<file path="src/rtl/rf_pkg.sv">
package rf_pkg;

    // Ordering of a same-cycle read against the write port.
    typedef enum logic {
        RF_READ_FIRST  = 1'b0,
        RF_WRITE_FIRST = 1'b1
    } rf_order_e;

    // Number of read ports of the register file.
    localparam int RF_NUM_RD = 2;

endpackage

</file>
<file path="src/rtl/rf_wr_decode.sv">
module rf_wr_decode #(
    parameter int DEPTH = 32,
    parameter int IDX_W = $clog2(DEPTH)
) (
    input  logic             clk,
    input  logic             rst_n,
    input  logic             wr_en,
    input  logic [IDX_W-1:0] wr_idx,
    output logic [DEPTH-1:0] ent_we
);

    // Entry 0 gets no strobe at all; the rest match the index.
    for (genvar g = 0; g < DEPTH; g++) begin : g_strobe
        if (g == 0) begin : g_zero
            assign ent_we[g] = 1'b0;
        end else begin : g_live
            assign ent_we[g] = wr_en && (wr_idx == IDX_W'(g));
        end
    end

    assert_single_strobe_R2: assert property (@(posedge clk) disable iff (!rst_n)
        $onehot0(ent_we));

    assert_idle_no_strobe_R9: assert property (@(posedge clk) disable iff (!rst_n)
        !wr_en |-> (ent_we == '0));

endmodule

</file>
<file path="src/rtl/rf_storage.sv">
module rf_storage #(
    parameter int DEPTH  = 32,
    parameter int DATA_W = 32
) (
    input  logic                         clk,
    input  logic                         rst_n,
    input  logic [DEPTH-1:0]             ent_we,
    input  logic [DATA_W-1:0]            wr_data,
    output logic [DEPTH-1:0][DATA_W-1:0] ent_q
);

    typedef struct packed {
        logic [DEPTH-1:0][DATA_W-1:0] ent;
    } store_t;

    store_t st_d, st_q;

    always_comb begin
        st_d = st_q;
        for (int i = 0; i < DEPTH; i++) begin
            if (ent_we[i]) begin
                st_d.ent[i] = wr_data;
            end
        end
    end

    always_ff @(posedge clk or negedge rst_n) begin
        if (!rst_n) begin
            st_q <= '0;
        end else begin
            st_q <= st_d;
        end
    end

    assign ent_q = st_q.ent;

    assert_entry0_zero_R3: assert property (@(posedge clk) disable iff (!rst_n)
        st_q.ent[0] == '0);

    assert_hold_when_idle_R9: assert property (@(posedge clk) disable iff (!rst_n)
        (ent_we == '0) |=> $stable(st_q));

    for (genvar g = 1; g < DEPTH; g++) begin : g_chk
        assert_commit_R2: assert property (@(posedge clk) disable iff (!rst_n)
            ent_we[g] |=> (st_q.ent[g] == $past(wr_data)));
    end

endmodule

</file>
<file path="src/rtl/rf_read_port.sv">
module rf_read_port
    import rf_pkg::*;
#(
    parameter int        DEPTH  = 32,
    parameter int        DATA_W = 32,
    parameter int        IDX_W  = $clog2(DEPTH),
    parameter rf_order_e ORDER  = RF_READ_FIRST
) (
    input  logic                         clk,
    input  logic                         rst_n,
    input  logic [DEPTH-1:0][DATA_W-1:0] ent_q,
    input  logic [IDX_W-1:0]             rd_idx,
    input  logic                         wr_en,
    input  logic [IDX_W-1:0]             wr_idx,
    input  logic [DATA_W-1:0]            wr_data,
    output logic [DATA_W-1:0]            rd_data
);

    logic [DATA_W-1:0] stored;

    always_comb begin
        stored = ent_q[rd_idx];
    end

    if (ORDER == RF_WRITE_FIRST) begin : g_fwd
        logic hit;

        always_comb begin
            hit     = wr_en && (wr_idx == rd_idx) && (wr_idx != '0);
            rd_data = hit ? wr_data : stored;
        end

        assert_forward_R5: assert property (@(posedge clk) disable iff (!rst_n)
            (wr_en && (wr_idx == rd_idx) && (rd_idx != '0)) |-> (rd_data == wr_data));

        assert_zero_not_forwarded_R8: assert property (@(posedge clk) disable iff (!rst_n)
            (rd_idx == '0) |-> (rd_data == '0));

    end else begin : g_plain
        always_comb begin
            rd_data = stored;
        end

        assert_no_early_view_R4: assert property (@(posedge clk) disable iff (!rst_n)
            (wr_en && (wr_idx == rd_idx) && (wr_data != stored))
            |-> (rd_data != wr_data));

        assert_zero_read_R3: assert property (@(posedge clk) disable iff (!rst_n)
            (rd_idx == '0) |-> (rd_data == '0));
    end

endmodule

</file>
<file path="src/rtl/regfile_2r1w.sv">
module regfile_2r1w
    import rf_pkg::*;
#(
    parameter int        DATA_W = 32,
    parameter int        DEPTH  = 32,
    parameter rf_order_e ORDER  = RF_READ_FIRST,
    localparam int       IDX_W  = $clog2(DEPTH)
) (
    input  logic              clk,
    input  logic              rst_n,
    input  logic              wr_en,
    input  logic [IDX_W-1:0]  wr_idx,
    input  logic [DATA_W-1:0] wr_data,
    input  logic [IDX_W-1:0]  rd_a_idx,
    output logic [DATA_W-1:0] rd_a_data,
    input  logic [IDX_W-1:0]  rd_b_idx,
    output logic [DATA_W-1:0] rd_b_data
);

    logic [DEPTH-1:0]             ent_we;
    logic [DEPTH-1:0][DATA_W-1:0] ent_q;
    logic [IDX_W-1:0]             rd_idx_v  [RF_NUM_RD];
    logic [DATA_W-1:0]            rd_data_v [RF_NUM_RD];

    always_comb begin
        rd_idx_v[0] = rd_a_idx;
        rd_idx_v[1] = rd_b_idx;
    end

    assign rd_a_data = rd_data_v[0];
    assign rd_b_data = rd_data_v[1];

    rf_wr_decode #(
        .DEPTH (DEPTH),
        .IDX_W (IDX_W)
    ) i_rf_wr_decode (
        .clk    (clk),
        .rst_n  (rst_n),
        .wr_en  (wr_en),
        .wr_idx (wr_idx),
        .ent_we (ent_we)
    );

    rf_storage #(
        .DEPTH  (DEPTH),
        .DATA_W (DATA_W)
    ) i_rf_storage (
        .clk     (clk),
        .rst_n   (rst_n),
        .ent_we  (ent_we),
        .wr_data (wr_data),
        .ent_q   (ent_q)
    );

    for (genvar p = 0; p < RF_NUM_RD; p++) begin : g_rd
        rf_read_port #(
            .DEPTH  (DEPTH),
            .DATA_W (DATA_W),
            .IDX_W  (IDX_W),
            .ORDER  (ORDER)
        ) i_rf_read_port (
            .clk     (clk),
            .rst_n   (rst_n),
            .ent_q   (ent_q),
            .rd_idx  (rd_idx_v[p]),
            .wr_en   (wr_en),
            .wr_idx  (wr_idx),
            .wr_data (wr_data),
            .rd_data (rd_data_v[p])
        );
    end

    // Both ports on one index must agree (independence without interference).
    assert_ports_agree_R10: assert property (@(posedge clk) disable iff (!rst_n)
        (rd_a_idx == rd_b_idx) |-> (rd_a_data == rd_b_data));

endmodule

</file>
<file path="config.mk">
export PLATFORM = sky130hd
export DESIGN_NAME = regfile_2r1w
export DESIGN_NICKNAME = d
export VERILOG_FILES = /design/src/rtl/rf_pkg.sv /design/src/rtl/rf_wr_decode.sv /design/src/rtl/rf_storage.sv /design/src/rtl/rf_read_port.sv /design/src/rtl/regfile_2r1w.sv
export SDC_FILE = /design/constraint.sdc
export NUM_CORES = 2
export LEC_CHECK = 0
export ABC_CLOCK_PERIOD_IN_PS = 4500
export BUFFER_PORTS_ARGS = -buffer_cell sky130_fd_sc_hd__buf_2
export CAP_MARGIN = 10
export CORE_UTILIZATION = 45
export DETAILED_ROUTE_END_ITERATION = 10
export PLACE_DENSITY = 0.69
export SYNTH_ARGS = -nofsm -noshare
export SYNTH_HDL_FRONTEND = slang
export SYNTH_SLANG_ARGS = --single-unit
export TNS_END_PERCENT = 10
</file>
<file path="constraint.sdc">
create_clock -name clk -period 4.5 [get_ports clk]
set_input_delay 0.9 -clock clk [delete_from_list [all_inputs] [get_ports clk]]
set_output_delay 0.9 -clock clk [all_outputs]
set_load 0.005 [all_outputs]
</file>
==> impl_metrics.json <==
{
  "synth_area_per_cell_um2": 14.77,
  "final_cell_count_no_fill": 5195,
  "crit_arrival_ps": 3230,
  "cts-htree-levels": 3,
  "maxCapViolations": 0,
  "finalCriticalPeriod_ps": 4129,
  "synth_cell_type_count": 30,
  "rsz0062_at_grt": "false",
  "worstSetupStartpointType": "input pin",
  "overflow": 0,
  "synth.most_common_cell": "mux2_2",
  "largest_register_ffs": 992,
  "stdcell_area_um2": 59680,
  "synth_top_family_by_area": "multiplexers",
  "start_util_pct": 45.62,
  "drtAntennaViolNets": 0,
  "via_per_inst": 6.544,
  "wl_um": 158000,
  "hpwl_um": 98600,
  "synth_top_area_share_pct": 46.64,
  "multi_input_area_um2": 26780,
  "synthSimpleGateAreaFrac_pct": 1.359,
  "postSynth.asyncResetShare_pct": 100.0,
  "portBuffers": 113,
  "synth_compound_area_share_pct": 6.319,
  "synthFlopType": "dfrtp_1",
  "path_cells": "buf_6, nor2b_4, buf_12, a22o_1, a211oi_1, o31ai_1, buf_2",
  "synth_cells": 3603,
  "yosysWarnings": 0,
  "irDropWorstVdd_uv": 336.5,
  "ys_seq_area_share_pct": 46.64,
  "root_buffer": "clkbuf_16",
  "cts_tree": "done",
  "drc": 0,
  "cp_data_required_time_ps": 3600,
  "synth_edf_count": 0,
  "finalMaxSlewViolations": 0,
  "fmax_mhz": 242.2,
  "synth_nets": 3653,
  "dp_cells": 4996,
  "vias": 34000,
  "p_leak_uw": 0.02596,
  "grt_pass1_wl_um": 237200,
  "post_cts_buffers": 0,
  "drt_iter0_markers": 2911,
  "crit_fanout": 17,
  "cpPeakStageDelay_ps": 670,
  "yosysTopAreaCell": "dfrtp_1",
  "dr.pass1.iters": 5,
  "cts.sinks": 992,
  "clock_path_buffers": 3,
  "num_rows": 125,
  "syn_area_um2": 53220,
  "setup_viol": 0,
  "io_pins": 114,
  "power_density_nw_per_um2": 442.4,
  "synthXorXnorAreaFrac_pct": 0,
  "synthTopCellsByCount": "mux2_2, dfrtp_1, mux4_2",
  "synth_mux_area_share_pct": 42.20,
  "synth-seq-cells": 992,
  "synth-adder-area-share_pct": 0,
  "clock_skew_ps": 0,
  "holdBufCountCts": 0,
  "outcome": "completed",
  "critical_path_class": "in -> out",
  "nets": 3630,
  "final-hold-violation-count": 0,
  "antenna_found_initial": 9,
  "cp-end-kind": "output port",
  "die_x_um": 345.9,
  "ctsResizeCount": 0,
  "drive_above_1_share_pct": 52.21,
  "area_delta_synth_final_pct": 12.14,
  "fillers": 9688,
  "grt_pass1_vias": 35110,
  "placed_cell_area_um2": 56080,
  "hold_path.class": "in -> async",
  "fin_setup_tns_ps": 0,
  "wl_per_cell_um": 30.41,
  "dieArea_um2": 119700,
  "crit_slowest_cell": "o31ai_1",
  "coreArea_um2": 116700,
  "clk-insertion-delay-late_ps": 730,
  "gp_congestion": 0.8332,
  "die-height_um": 345.9,
  "grt_max_degree": 93,
  "relSlewSlack_pct": 12.27,
  "synth_area_leaders": "dfrtp_1, mux2_2, mux4_2",
  "cts_made_buffers": 106,
  "finalCritPeriodShare_pct": 91.75,
  "worst_pin_slew_ps": 1313,
  "clkTransAtPathRegs_ps": 60,
  "track_usage_pct": 26.62,
  "regArea_um2": 24820
}
## metal layers
metal	track usage (%)	up-vias	part of all wire, %	wire (µm)
met1	36.27	18210	41	64610
met4	9.868	6	3.7	5773
li1	-	13950	-	-
met3	5.992	363	8.5	13400
met5	0	-	0.025	40
met2	41.70	1461	47	74130
## per-stage QoR
step	hold slack, ps	utilization, %	power [µW]	setup slack [ps]
2_1_floorplan	469.7	-	15800	1195
3_3_place_gp	480.9	48.06	17300	411.6
3_5_place_dp	494.4	48.06	17520	369.0
4_1_cts	222.5	51.15	26540	363.7
5_1_grt	239.6	51.15	27530	403.6
6_report	207.0	51.15	26400	371.1
## cells in the final DEF (no fill, tap or decap), types with 4 or more instances in the layout
cell       count
a211oi_1      64
a22o_1       192
and2_1        64
buf_12        58
buf_2        102
buf_4        107
buf_8          5
bufinv_16      6
clkbuf_1      26
clkbuf_16    106
clkbuf_8      31
clkinv_2      15
dfrtp_1      992
inv_6          5
mux2_1        16
mux2_2      1040
mux2i_1      192
mux4_2       384
nand2_2       13
nand2b_2       4
nor2_4        14
nor2b_4        8
o21ai_1       64
o22ai_1       64
o31ai_1       64
## cells by family (layout without fill, tap and decap cells)
family	Yosys count	after routing
multiplexers	1632	1632
buffers and inverters	406	471
other	0	3
flip-flops	992	992
AND/OR/NAND/NOR	125	125
AO/OA/AOI/OAI	448	448
## cell type report
| cell class | count | area share, % |
|---|---|---|
| antenna | 3 | 0.01258 |
| clock buffer | 163 | 5.323 |
| clock inverter | 33 | 0.7044 |
| inverter | 2 | 0.01258 |
| multi-input combinational | 2205 | 44.87 |
| sequential | 992 | 41.59 |
| tap | 1524 | 3.195 |
| timing repair buffer | 273 | 4.291 |
## final timing paths
| path | depth (start not counted) | endpoint | start | slack, ps |
|---|---|---|---|---|
| worst max-delay path | 7 | rd_b_data[30] | rd_b_idx[1] | 370 |
| worst min-delay path | 1 | i_rf_storage.ent_q[259] | rst_n | 210 |
| worst max register to register | 1 | i_rf_storage.ent_q[513] | i_rf_storage.ent_q[513] | 3690 |
| worst min register to register | 1 | i_rf_storage.ent_q[431] | i_rf_storage.ent_q[431] | 510 |
| max in group asynchronous | 2 | i_rf_storage.ent_q[796] | rst_n | 3200 |
| min in group clk | 1 | i_rf_storage.ent_q[431] | i_rf_storage.ent_q[431] | 510 |
## worst max-delay path, delay by kind of cell
family	cells	cell delay (ps)
AOI/OAI and AO/OA	3	900
buffers and inverters	3	760
and+or+nand+nor	1	650
## power by group
group	switching [µW]	internal, µW	total (µW)
clock	3780	5220	8990
sequential	1220	10700	11900
combinational	2190	3320	5510
(Power assumes the default switching activity.)
